**src/rtl/pmx_pkg.sv**
```systemverilog
package pmx_pkg;
    typedef enum logic [1:0] {
        RST_NONE  = 2'd0,
        RST_POR   = 2'd1,
        RST_EXT   = 2'd2,
        RST_OTHER = 2'd3
    } rst_kind_e;

    typedef enum logic [1:0] {
        OP_BYTE = 2'b00,
        OP_BSET = 2'b01,
        OP_BCLR = 2'b10,
        OP_NONE = 2'b11
    } bus_op_e;

    typedef enum logic {
        MODE_PORT  = 1'b0,
        MODE_DEBUG = 1'b1
    } mode_e;
endpackage

```
**src/rtl/pmx_rst_arb.sv**
```systemverilog
module pmx_rst_arb
    import pmx_pkg::*;
(
    input  logic      por_req,
    input  logic      ext_req,
    input  logic      oth_req,
    output rst_kind_e rst_kind,
    output logic      rst_any
);
    always_comb begin
        if (por_req)      rst_kind = RST_POR;
        else if (ext_req) rst_kind = RST_EXT;
        else if (oth_req) rst_kind = RST_OTHER;
        else              rst_kind = RST_NONE;
        rst_any = (rst_kind != RST_NONE);
    end
endmodule

```
**src/rtl/pmx_bus_dec.sv**
```systemverilog
module pmx_bus_dec
    import pmx_pkg::*;
#(
    parameter int          ADDR_W     = 8,
    parameter int          DATA_W     = 8,
    parameter logic [7:0]  REG_OFFSET = 8'hFC,
    localparam int         BITPOS_W   = $clog2(DATA_W)
) (
    input  logic                bus_sel,
    input  logic                bus_wr,
    input  logic [ADDR_W-1:0]   bus_addr,
    input  logic                bus_be,
    input  logic [1:0]          bus_op,
    input  logic [DATA_W-1:0]   bus_wdata,
    input  logic [BITPOS_W-1:0] bus_bitpos,
    input  logic                rst_any,
    input  logic                mode_bit,
    output logic                set_req,
    output logic                clr_req,
    output logic [DATA_W-1:0]   bus_rdata
);
    logic hit;
    logic wr_ok;
    logic pos0;

    always_comb begin
        hit     = bus_sel && (bus_addr == ADDR_W'(REG_OFFSET));
        wr_ok   = hit && bus_wr && bus_be && !rst_any;
        pos0    = (bus_bitpos == '0);
        set_req = 1'b0;
        clr_req = 1'b0;
        if (wr_ok) begin
            unique case (bus_op_e'(bus_op))
                OP_BYTE: begin
                    set_req = bus_wdata[0];
                    clr_req = !bus_wdata[0];
                end
                OP_BSET: set_req = pos0;
                OP_BCLR: clr_req = pos0;
                OP_NONE: ;
            endcase
        end
        bus_rdata = (hit && !bus_wr) ? {{(DATA_W-1){1'b0}}, mode_bit} : '0;
    end
endmodule

```
**src/rtl/pmx_mode_fsm.sv**
```systemverilog
module pmx_mode_fsm
    import pmx_pkg::*;
(
    input  logic      clk,
    input  rst_kind_e rst_kind,
    input  logic      set_req,
    input  logic      clr_req,
    input  logic      dbg_rst_lvl,
    output logic      mode_bit
);
    mode_e state_q;
    mode_e state_d;
    logic  chk_live_q;

    always_ff @(posedge clk) begin
        state_q <= state_d;
    end

    always_comb begin
        state_d = state_q;
        unique case (rst_kind)
            RST_POR:   state_d = MODE_PORT;   // POR_FORCE
            RST_EXT:   state_d = MODE_DEBUG;  // EXT_FORCE
            RST_OTHER: state_d = state_q;     // HOLD
            RST_NONE: begin
                unique case (state_q)
                    MODE_PORT:  if (set_req && dbg_rst_lvl) state_d = MODE_DEBUG; // ENTER
                    MODE_DEBUG: if (clr_req)                state_d = MODE_PORT;  // LEAVE
                endcase
            end
        endcase
    end

    always_comb begin
        mode_bit = (state_q == MODE_DEBUG);
    end

    always_ff @(posedge clk) begin
        if (rst_kind == RST_POR) chk_live_q <= 1'b1;
    end

    assert_por_forces_port_R5: assert property (@(posedge clk) disable iff (chk_live_q !== 1'b1)
        (rst_kind == RST_POR) |=> (mode_bit == 1'b0));
    assert_ext_forces_debug_R6: assert property (@(posedge clk) disable iff (chk_live_q !== 1'b1)
        (rst_kind == RST_EXT) |=> (mode_bit == 1'b1));
    assert_other_holds_R7: assert property (@(posedge clk) disable iff (chk_live_q !== 1'b1)
        (rst_kind == RST_OTHER) |=> $stable(mode_bit));
    assert_set_gated_R4: assert property (@(posedge clk) disable iff (chk_live_q !== 1'b1)
        (rst_kind == RST_NONE && set_req && !dbg_rst_lvl && !mode_bit) |=> !mode_bit);
    assert_clear_wins_R4: assert property (@(posedge clk) disable iff (chk_live_q !== 1'b1)
        (rst_kind == RST_NONE && clr_req) |=> !mode_bit);
endmodule

```
**src/rtl/pmx_pin_ovr.sv**
```systemverilog
module pmx_pin_ovr #(
    parameter int NUM_PINS = 5,
    parameter int DOUT_IDX = 2
) (
    input  logic                clk,
    input  logic                dbg_mode,
    input  logic [NUM_PINS-1:0] port_dir,
    output logic [NUM_PINS-1:0] pin_dir,
    output logic [NUM_PINS-1:0] pin_dbg_sel
);
    for (genvar g = 0; g < NUM_PINS; g++) begin : g_pin
        localparam logic DBG_DIR = (g == DOUT_IDX);
        always_comb begin
            pin_dir[g]     = dbg_mode ? DBG_DIR : port_dir[g];
            pin_dbg_sel[g] = dbg_mode;
        end
    end

    logic chk_live_q;
    always_ff @(posedge clk) chk_live_q <= 1'b1;

    assert_debug_dir_fixed_R9: assert property (@(posedge clk) disable iff (chk_live_q !== 1'b1)
        (dbg_mode && $past(dbg_mode)) |-> $stable(pin_dir));
    assert_sel_follows_mode_R10: assert property (@(posedge clk) disable iff (chk_live_q !== 1'b1)
        !dbg_mode |-> (pin_dbg_sel == '0 && pin_dir == port_dir));
endmodule

```
**src/rtl/pmx_dbg_mode_reg.sv**
```systemverilog
module pmx_dbg_mode_reg
    import pmx_pkg::*;
#(
    parameter int         ADDR_W     = 8,
    parameter int         DATA_W     = 8,
    parameter logic [7:0] REG_OFFSET = 8'hFC,
    parameter int         NUM_PINS   = 5,
    parameter int         DOUT_IDX   = 2,
    localparam int        BITPOS_W   = $clog2(DATA_W)
) (
    input  logic                clk,
    input  logic                por_req,
    input  logic                ext_req,
    input  logic                oth_req,
    input  logic                dbg_rst_lvl,
    input  logic                bus_sel,
    input  logic                bus_wr,
    input  logic [ADDR_W-1:0]   bus_addr,
    input  logic                bus_be,
    input  logic [1:0]          bus_op,
    input  logic [DATA_W-1:0]   bus_wdata,
    input  logic [BITPOS_W-1:0] bus_bitpos,
    output logic [DATA_W-1:0]   bus_rdata,
    input  logic [NUM_PINS-1:0] port_dir,
    output logic [NUM_PINS-1:0] pin_dir,
    output logic [NUM_PINS-1:0] pin_dbg_sel,
    output logic                dbg_mode
);
    rst_kind_e rst_kind;
    logic      rst_any;
    logic      set_req;
    logic      clr_req;
    logic      mode_bit;

    pmx_rst_arb u_arb (
        .por_req (por_req),
        .ext_req (ext_req),
        .oth_req (oth_req),
        .rst_kind(rst_kind),
        .rst_any (rst_any)
    );

    pmx_bus_dec #(
        .ADDR_W    (ADDR_W),
        .DATA_W    (DATA_W),
        .REG_OFFSET(REG_OFFSET)
    ) u_dec (
        .bus_sel   (bus_sel),
        .bus_wr    (bus_wr),
        .bus_addr  (bus_addr),
        .bus_be    (bus_be),
        .bus_op    (bus_op),
        .bus_wdata (bus_wdata),
        .bus_bitpos(bus_bitpos),
        .rst_any   (rst_any),
        .mode_bit  (mode_bit),
        .set_req   (set_req),
        .clr_req   (clr_req),
        .bus_rdata (bus_rdata)
    );

    pmx_mode_fsm u_fsm (
        .clk        (clk),
        .rst_kind   (rst_kind),
        .set_req    (set_req),
        .clr_req    (clr_req),
        .dbg_rst_lvl(dbg_rst_lvl),
        .mode_bit   (mode_bit)
    );

    pmx_pin_ovr #(
        .NUM_PINS(NUM_PINS),
        .DOUT_IDX(DOUT_IDX)
    ) u_pin (
        .clk        (clk),
        .dbg_mode   (mode_bit),
        .port_dir   (port_dir),
        .pin_dir    (pin_dir),
        .pin_dbg_sel(pin_dbg_sel)
    );

    always_comb dbg_mode = mode_bit;

    assert_reset_blocks_write_R8: assert property (@(posedge clk) disable iff (por_req || ext_req)
        (oth_req && bus_sel && bus_wr) |=> $stable(mode_bit));
endmodule

```
**config.mk**
```make
export PLATFORM = sky130hd
export DESIGN_NAME = pmx_dbg_mode_reg
export DESIGN_NICKNAME = d
export VERILOG_FILES = /design/src/rtl/pmx_pkg.sv /design/src/rtl/pmx_rst_arb.sv /design/src/rtl/pmx_bus_dec.sv /design/src/rtl/pmx_mode_fsm.sv /design/src/rtl/pmx_pin_ovr.sv /design/src/rtl/pmx_dbg_mode_reg.sv
export SDC_FILE = /design/constraint.sdc
export NUM_CORES = 1
export LEC_CHECK = 0
export CAP_MARGIN = 10
export CORE_MARGIN = 2
export CORE_UTILIZATION = 21
export DETAILED_ROUTE_END_ITERATION = 7
export MAX_ROUTING_LAYER = met4
export PLACE_DENSITY = 0.79
export SLEW_MARGIN = 0
export SYNTH_ARGS = -nofsm -noshare
export SYNTH_HDL_FRONTEND = slang
export SYNTH_HIERARCHICAL = 1
export SYNTH_SLANG_ARGS = --single-unit
```
**constraint.sdc**
```tcl
create_clock -name clk -period 2.75 [get_ports clk]
set_input_delay 0.825 -clock clk [delete_from_list [all_inputs] [get_ports clk]]
set_output_delay 0.825 -clock clk [all_outputs]
set_load 0.03 [all_outputs]
```
# Word-level counts from Yosys, hierarchy flattened

Index checks and enable logic that the tools add are counted.
Widths: inputs -> output; s select.

Register bits after elaboration: 1
Input port bits: 34
Output and inout bits: 19
Logic and storage cells: 38

Equality and inequality tests: 6
Mux-type cells: 17
Bitwise operators: 1
Reduce and logical (&&, ||, !) cells: 13

Operator list:

| operator           | number |
|---|---|
| $mux 1             | 10 |
| $eq 8x8->1 const B | 1 |
| $eq 2x2->1 const B | 3 |
| $logic_and 1x1->1  | 6 |
| $mux 2             | 3 |
| $pmux 1 s2         | 3 |
| $eq 2x1->1 const B | 2 |
| $logic_not 2->1    | 2 |
| $logic_not 1->1    | 3 |
| $logic_not 3->1    | 1 |
| $pmux 1 s3         | 1 |
| $reduce_bool 2->1  | 1 |
| $not 1->1          | 1 |

# Longest topological paths before layout

Depth in word-level cells: 11
Depth in mapped cells: 6
Mapped depth without buffers: 6

# Cells and area by module

Netlist, hierarchy kept.

By module, submodules not included:

| module       | times used | cells an instance | area an instance (um2) | seq. area each (um2) |
|---|---|---|---|---|
| pmx_bus_dec  | 1          | 22                | 155.1                  | 0.0 |
| pmx_pin_ovr  | 1          | 10                | 78.8                   | 0.0 |
| pmx_mode_fsm | 1          | 6                 | 57.6                   | 30.0 |
| pmx_rst_arb  | 1          | 5                 | 26.3                   | 0.0 |

# Worst setup path before layout

No wires, ideal clock.

Kind: in2out
From: in bus_addr[1]
To: out bus_rdata[0]
Arrival time: 1,841 ps
Required time: 1,925 ps
Path slack: 84 ps
Stages: 3
Buffers on the path: 0
Path through: nor4b_1 -> nand2_1 -> nor3_1

Cells in the longest elaborated chain, start to end: 4

RTL lines:

| element           | RTL line               | RTL |
|---|---|---|
| from (decl)       | pmx_dbg_mode_reg.sv:18 | `input logic [ADDR_W-1:0] bus_addr,` |
| $eq 8x8->1        | pmx_bus_dec.sv:27      | `hit = bus_sel && (bus_addr == ADDR_W'(REG_OFFSET));` |
| $logic_and 1x1->1 | pmx_bus_dec.sv:27      |  |
| $logic_and 1x1->1 | pmx_bus_dec.sv:43      | `bus_rdata = (hit && !bus_wr) ? {{(DATA_W-1){1'b0}}, mode_bit} : '0;` |
| $mux 1            | pmx_bus_dec.sv:43      |  |
| to (decl)         | pmx_dbg_mode_reg.sv:23 | `output logic [DATA_W-1:0] bus_rdata,` |

Every way passes these cells.

# Worst setup path in the final report

From: in por_req
To: reg u_fsm.state_q, in the netlist u_fsm/mode_bit (data pin)

RTL lines:

| element              | RTL line               | RTL |
|---|---|---|
| from (decl)          | pmx_dbg_mode_reg.sv:12 | `input logic por_req,` |
| $mux 2               | pmx_rst_arb.sv:11      | `if (por_req) rst_kind = RST_POR;` |
| $reduce_bool 2->1    | pmx_rst_arb.sv:15      | `rst_any = (rst_kind != RST_NONE);` |
| via rst_any          | pmx_dbg_mode_reg.sv:30 | `logic rst_any;` |
| $logic_not 1->1      | pmx_bus_dec.sv:28      | `wr_ok = hit && bus_wr && bus_be && !rst_any;` |
| $logic_and 1x1->1    | pmx_bus_dec.sv:28      |  |
| $mux 1               | pmx_bus_dec.sv:32      | `if (wr_ok) begin` |
| via clr_req          | pmx_dbg_mode_reg.sv:32 | `logic clr_req;` |
| $mux 1               | pmx_mode_fsm.sv:28     | `MODE_DEBUG: if (clr_req) state_d = MODE_PORT;` |
| $pmux 1 s2           | pmx_mode_fsm.sv:26     | `unique case (state_q)` |
| $pmux 1 s3           | pmx_mode_fsm.sv:21     | `unique case (rst_kind)` |
| via u_fsm.state_d    | pmx_mode_fsm.sv:12     | `mode_e state_d;` |
| to (signal assigned) | pmx_mode_fsm.sv:16     | `state_q <= state_d;` |
| to (decl)            | pmx_mode_fsm.sv:11     | `mode_e state_q;` |

The timed path passes the listed nets, and every way through them passes these cells.
A chain may end at the register's enable or synchronous reset.

==> flow_metrics.env <==
export IMPL_peakVddDrop_uv=108
export IMPL_cts_setup_buffers=0
export IMPL_setup_tns_ps=0
export IMPL_grt_usage_pct=9.40
export IMPL_grt_overflow=0
export IMPL_hold_ws_ps=874
export IMPL_path_cells="dlygate4sd2_1 -> or3_1 -> nand3b_1 -> or4_4 -> nor3_4 -> nand2b_1 -> a31oi_1"
export IMPL_power_density_nw_per_um2=227
export IMPL_ys_warn_count=6
export IMPL_place_congestion=0.607
export IMPL_hp_class="flop to flop"
export IMPL_synth_area_mux_share_pct=3.15
export IMPL_grt_pass1_wl_um=1400
export IMPL_dieArea_um2=1840
export IMPL_clk_pin_slew_ps=0
export IMPL_postLayoutCoreUtil_pct=46.9
export IMPL_synth_top_family_by_area="simple AND/OR/NAND/NOR gates"
export IMPL_dr_first_iter_drc_count=2
export IMPL_hold_viol=0
export IMPL_drc=0
export IMPL_yosys_area_share_simple_pct=49.2
export IMPL_row_count=14
export IMPL_finClkSkew_ps=0
export IMPL_max_freq_ghz=0.382
export IMPL_initial_core_util_pct=21.9
export IMPL_vias=399
export IMPL_seq_area_frac_synth_pct=9.45
export IMPL_syn2layout_area_growth_pct=115
export IMPL_ff_latch_area_um2=30.0
export IMPL_core_area_um2=1450
export IMPL_synthCells=43
export IMPL_crit_arrival_ps=2360
export IMPL_wirelength_um=845
export IMPL_ios=53
export IMPL_period_minus_slack_ps=2620
export IMPL_syn_cell_area_um2=318
export IMPL_synth_compound_area_share_pct=6.30
export IMPL_yosys_top_cells_count="buf_4 (12), and2b_2 (4), nand2_1 (3), nor2_1 (3)"
export IMPL_grt_antenna_before_repair=0
export IMPL_synth_fa_ha_area_share_pct=0
export IMPL_yosys_top_cells_area="buf_4 (28%), and2b_2 (11%), edfxtp_1 (9.4%)"
export IMPL_portBuffers=38
export IMPL_ys_flop_type="edfxtp_1"
export IMPL_synth_edf_count=1
export IMPL_drv_slew=0
export IMPL_leakage_nw=0.318
export IMPL_critPathMaxFanout=2
export IMPL_synthArstFlopShare_pct=0
export IMPL_grt_pass1_vias=341
export IMPL_cts_hold_buf=0
export IMPL_cp_required_ps=2490
export IMPL_endpoint_kind="flop"
export IMPL_synth_seq_cells=1
export IMPL_synth_top_cell_by_area="buf_4"
export IMPL_wl_per_cell_um=8.99
export IMPL_firstDrtPassIters=2
export IMPL_via_per_inst=4.24
export IMPL_die_w_um=42.9
export IMPL_dp_final_hpwl_um=741
export IMPL_postSynthAreaPerCell_um2=7.39
export IMPL_num_antenna_cells=0
export IMPL_max_stage_delay_ps=450
export IMPL_criticalPathCategory="input port to flop"
export IMPL_ant_nets=0
export IMPL_fillers=144
export IMPL_cap_violations=0
export IMPL_die_y_um=42.9
export IMPL_start_kind="input port"
export IMPL_yosysMostFrequentCell="buf_4"
export IMPL_largest_register_ff_count=1
export IMPL_clock_latency_ps=0
export IMPL_multi_input_area_um2=230
export IMPL_fin_total_pwr_mw=0.155
export IMPL_grt_max_degree=15
export IMPL_grt_setup_unrepaired="no"
export IMPL_final_cell_count_no_fill=94
export IMPL_fin_crit_sh_pct=95.3
export IMPL_yosysTopAreaCellShare_pct=28.3
export IMPL_dp_cells=94
export IMPL_ys_types=21
export IMPL_yosys_area_share_xor_xnor_pct=0
export IMPL_nNetsFinal=114
export IMPL_crit_slowest_cell="or4_4"
export IMPL_status="completed"
export IMPL_drive_above_1_share_pct=24.4
export IMPL_setup_viol=0
-- critical path, delay by kind of cell --
| family | cells | cell delay, ps |
|---|---|---|
| buffers and inverters | 1 | 240 |
| AND/OR/NAND/NOR | 5 | 1210 |
| AO/OA/AOI/OAI | 1 | 70 |
-- metal layers --
metal	GRT usage [%]	up-vias	share of wire, %
li1	-	198	-
met1	11.0	169	36
met2	18.5	32	52
met3	0.426	0	12
met4	0	0	0
met5	-	-	0
-- per-stage QoR --
stage	instance area, um^2	setup slack (ps)
4_1_cts	666	13.1
6_report	682	129
2_1_floorplan	340	84.2
3_5_place_dp	658	-94.3
5_1_grt	682	35.1
3_3_place_gp	658	-64.7
-- placed cells by master, fill, tap and decap left out --
| cell | synthesis | final |
|---|---|---|
| nand3b_1 | 2 | 2 |
| nor2_1 | 3 | 3 |
| a21o_2 | 1 | 1 |
| buf_4 | 12 | 9 |
| mux2i_1 | 1 | 1 |
| nand4_1 | 1 | 1 |
| edfxtp_1 | 1 | 1 |
| nand2_1 | 3 | 3 |
| conb_1 | 1 | 7 |
| clkdlybuf4s50_1 | 0 | 25 |
| or3b_1 | 1 | 1 |
| inv_1 | 2 | 2 |
| a31oi_1 | 1 | 1 |
| nor3_1 | 2 | 1 |
| a21oi_1 | 1 | 1 |
| and2b_2 | 4 | 4 |
| or2_1 | 1 | 1 |
| nor3_4 | 0 | 1 |
| nor4b_2 | 0 | 1 |
| dlymetal6s2s_1 | 0 | 4 |
| dlygate4sd2_1 | 0 | 3 |
| or4_4 | 1 | 1 |
| nor3_2 | 2 | 2 |
| nand2b_1 | 1 | 1 |
| or3_1 | 1 | 1 |
-- kinds of logic (layout without fill, tap and decap cells) --
group           after synthesis  count (layout)
simple gates                 23              23
mux                           1               1
buf+inv                      14              43
other cells                   1               7
flops                         1               1
compound gates                3               3
-- layout make-up --
| cell class | instances | share of cell area, % |
|---|---|---|
| inverter | 2 | 1.10 |
| timing repair buffer | 41 | 57.8 |
| tap | 16 | 2.94 |
| sequential | 1 | 4.40 |
| multi-input combinational | 34 | 33.8 |
-- final timing paths --
kind,from,endpoint,slack [ps],cells past startpoint
setup / recovery,por_req,u_fsm/mode_bit$_DFFE_PP_,130,7
hold / removal,u_fsm/mode_bit$_DFFE_PP_,u_fsm/mode_bit$_DFFE_PP_,870,2
setup reg to reg,u_fsm/mode_bit$_DFFE_PP_,u_fsm/mode_bit$_DFFE_PP_,1690,2
hold reg to reg,u_fsm/mode_bit$_DFFE_PP_,u_fsm/mode_bit$_DFFE_PP_,870,2
-- report_power, final --
| part | internal [mW] | switching [mW] | total, mW |
|---|---|---|---|
| logic | 0.0659 | 0.0654 | 0.131 |
| clock network | 0 | 0 | 0 |
| registers | 0.0192 | 0.00460 | 0.0238 |
-- repair_timing --
action,4_1_cts,5_1_grt
pin swaps,4,4
resized for setup,5,5
endpoints found under the setup margin,2,2
Note: power is estimated with default switching activity, not from simulation.
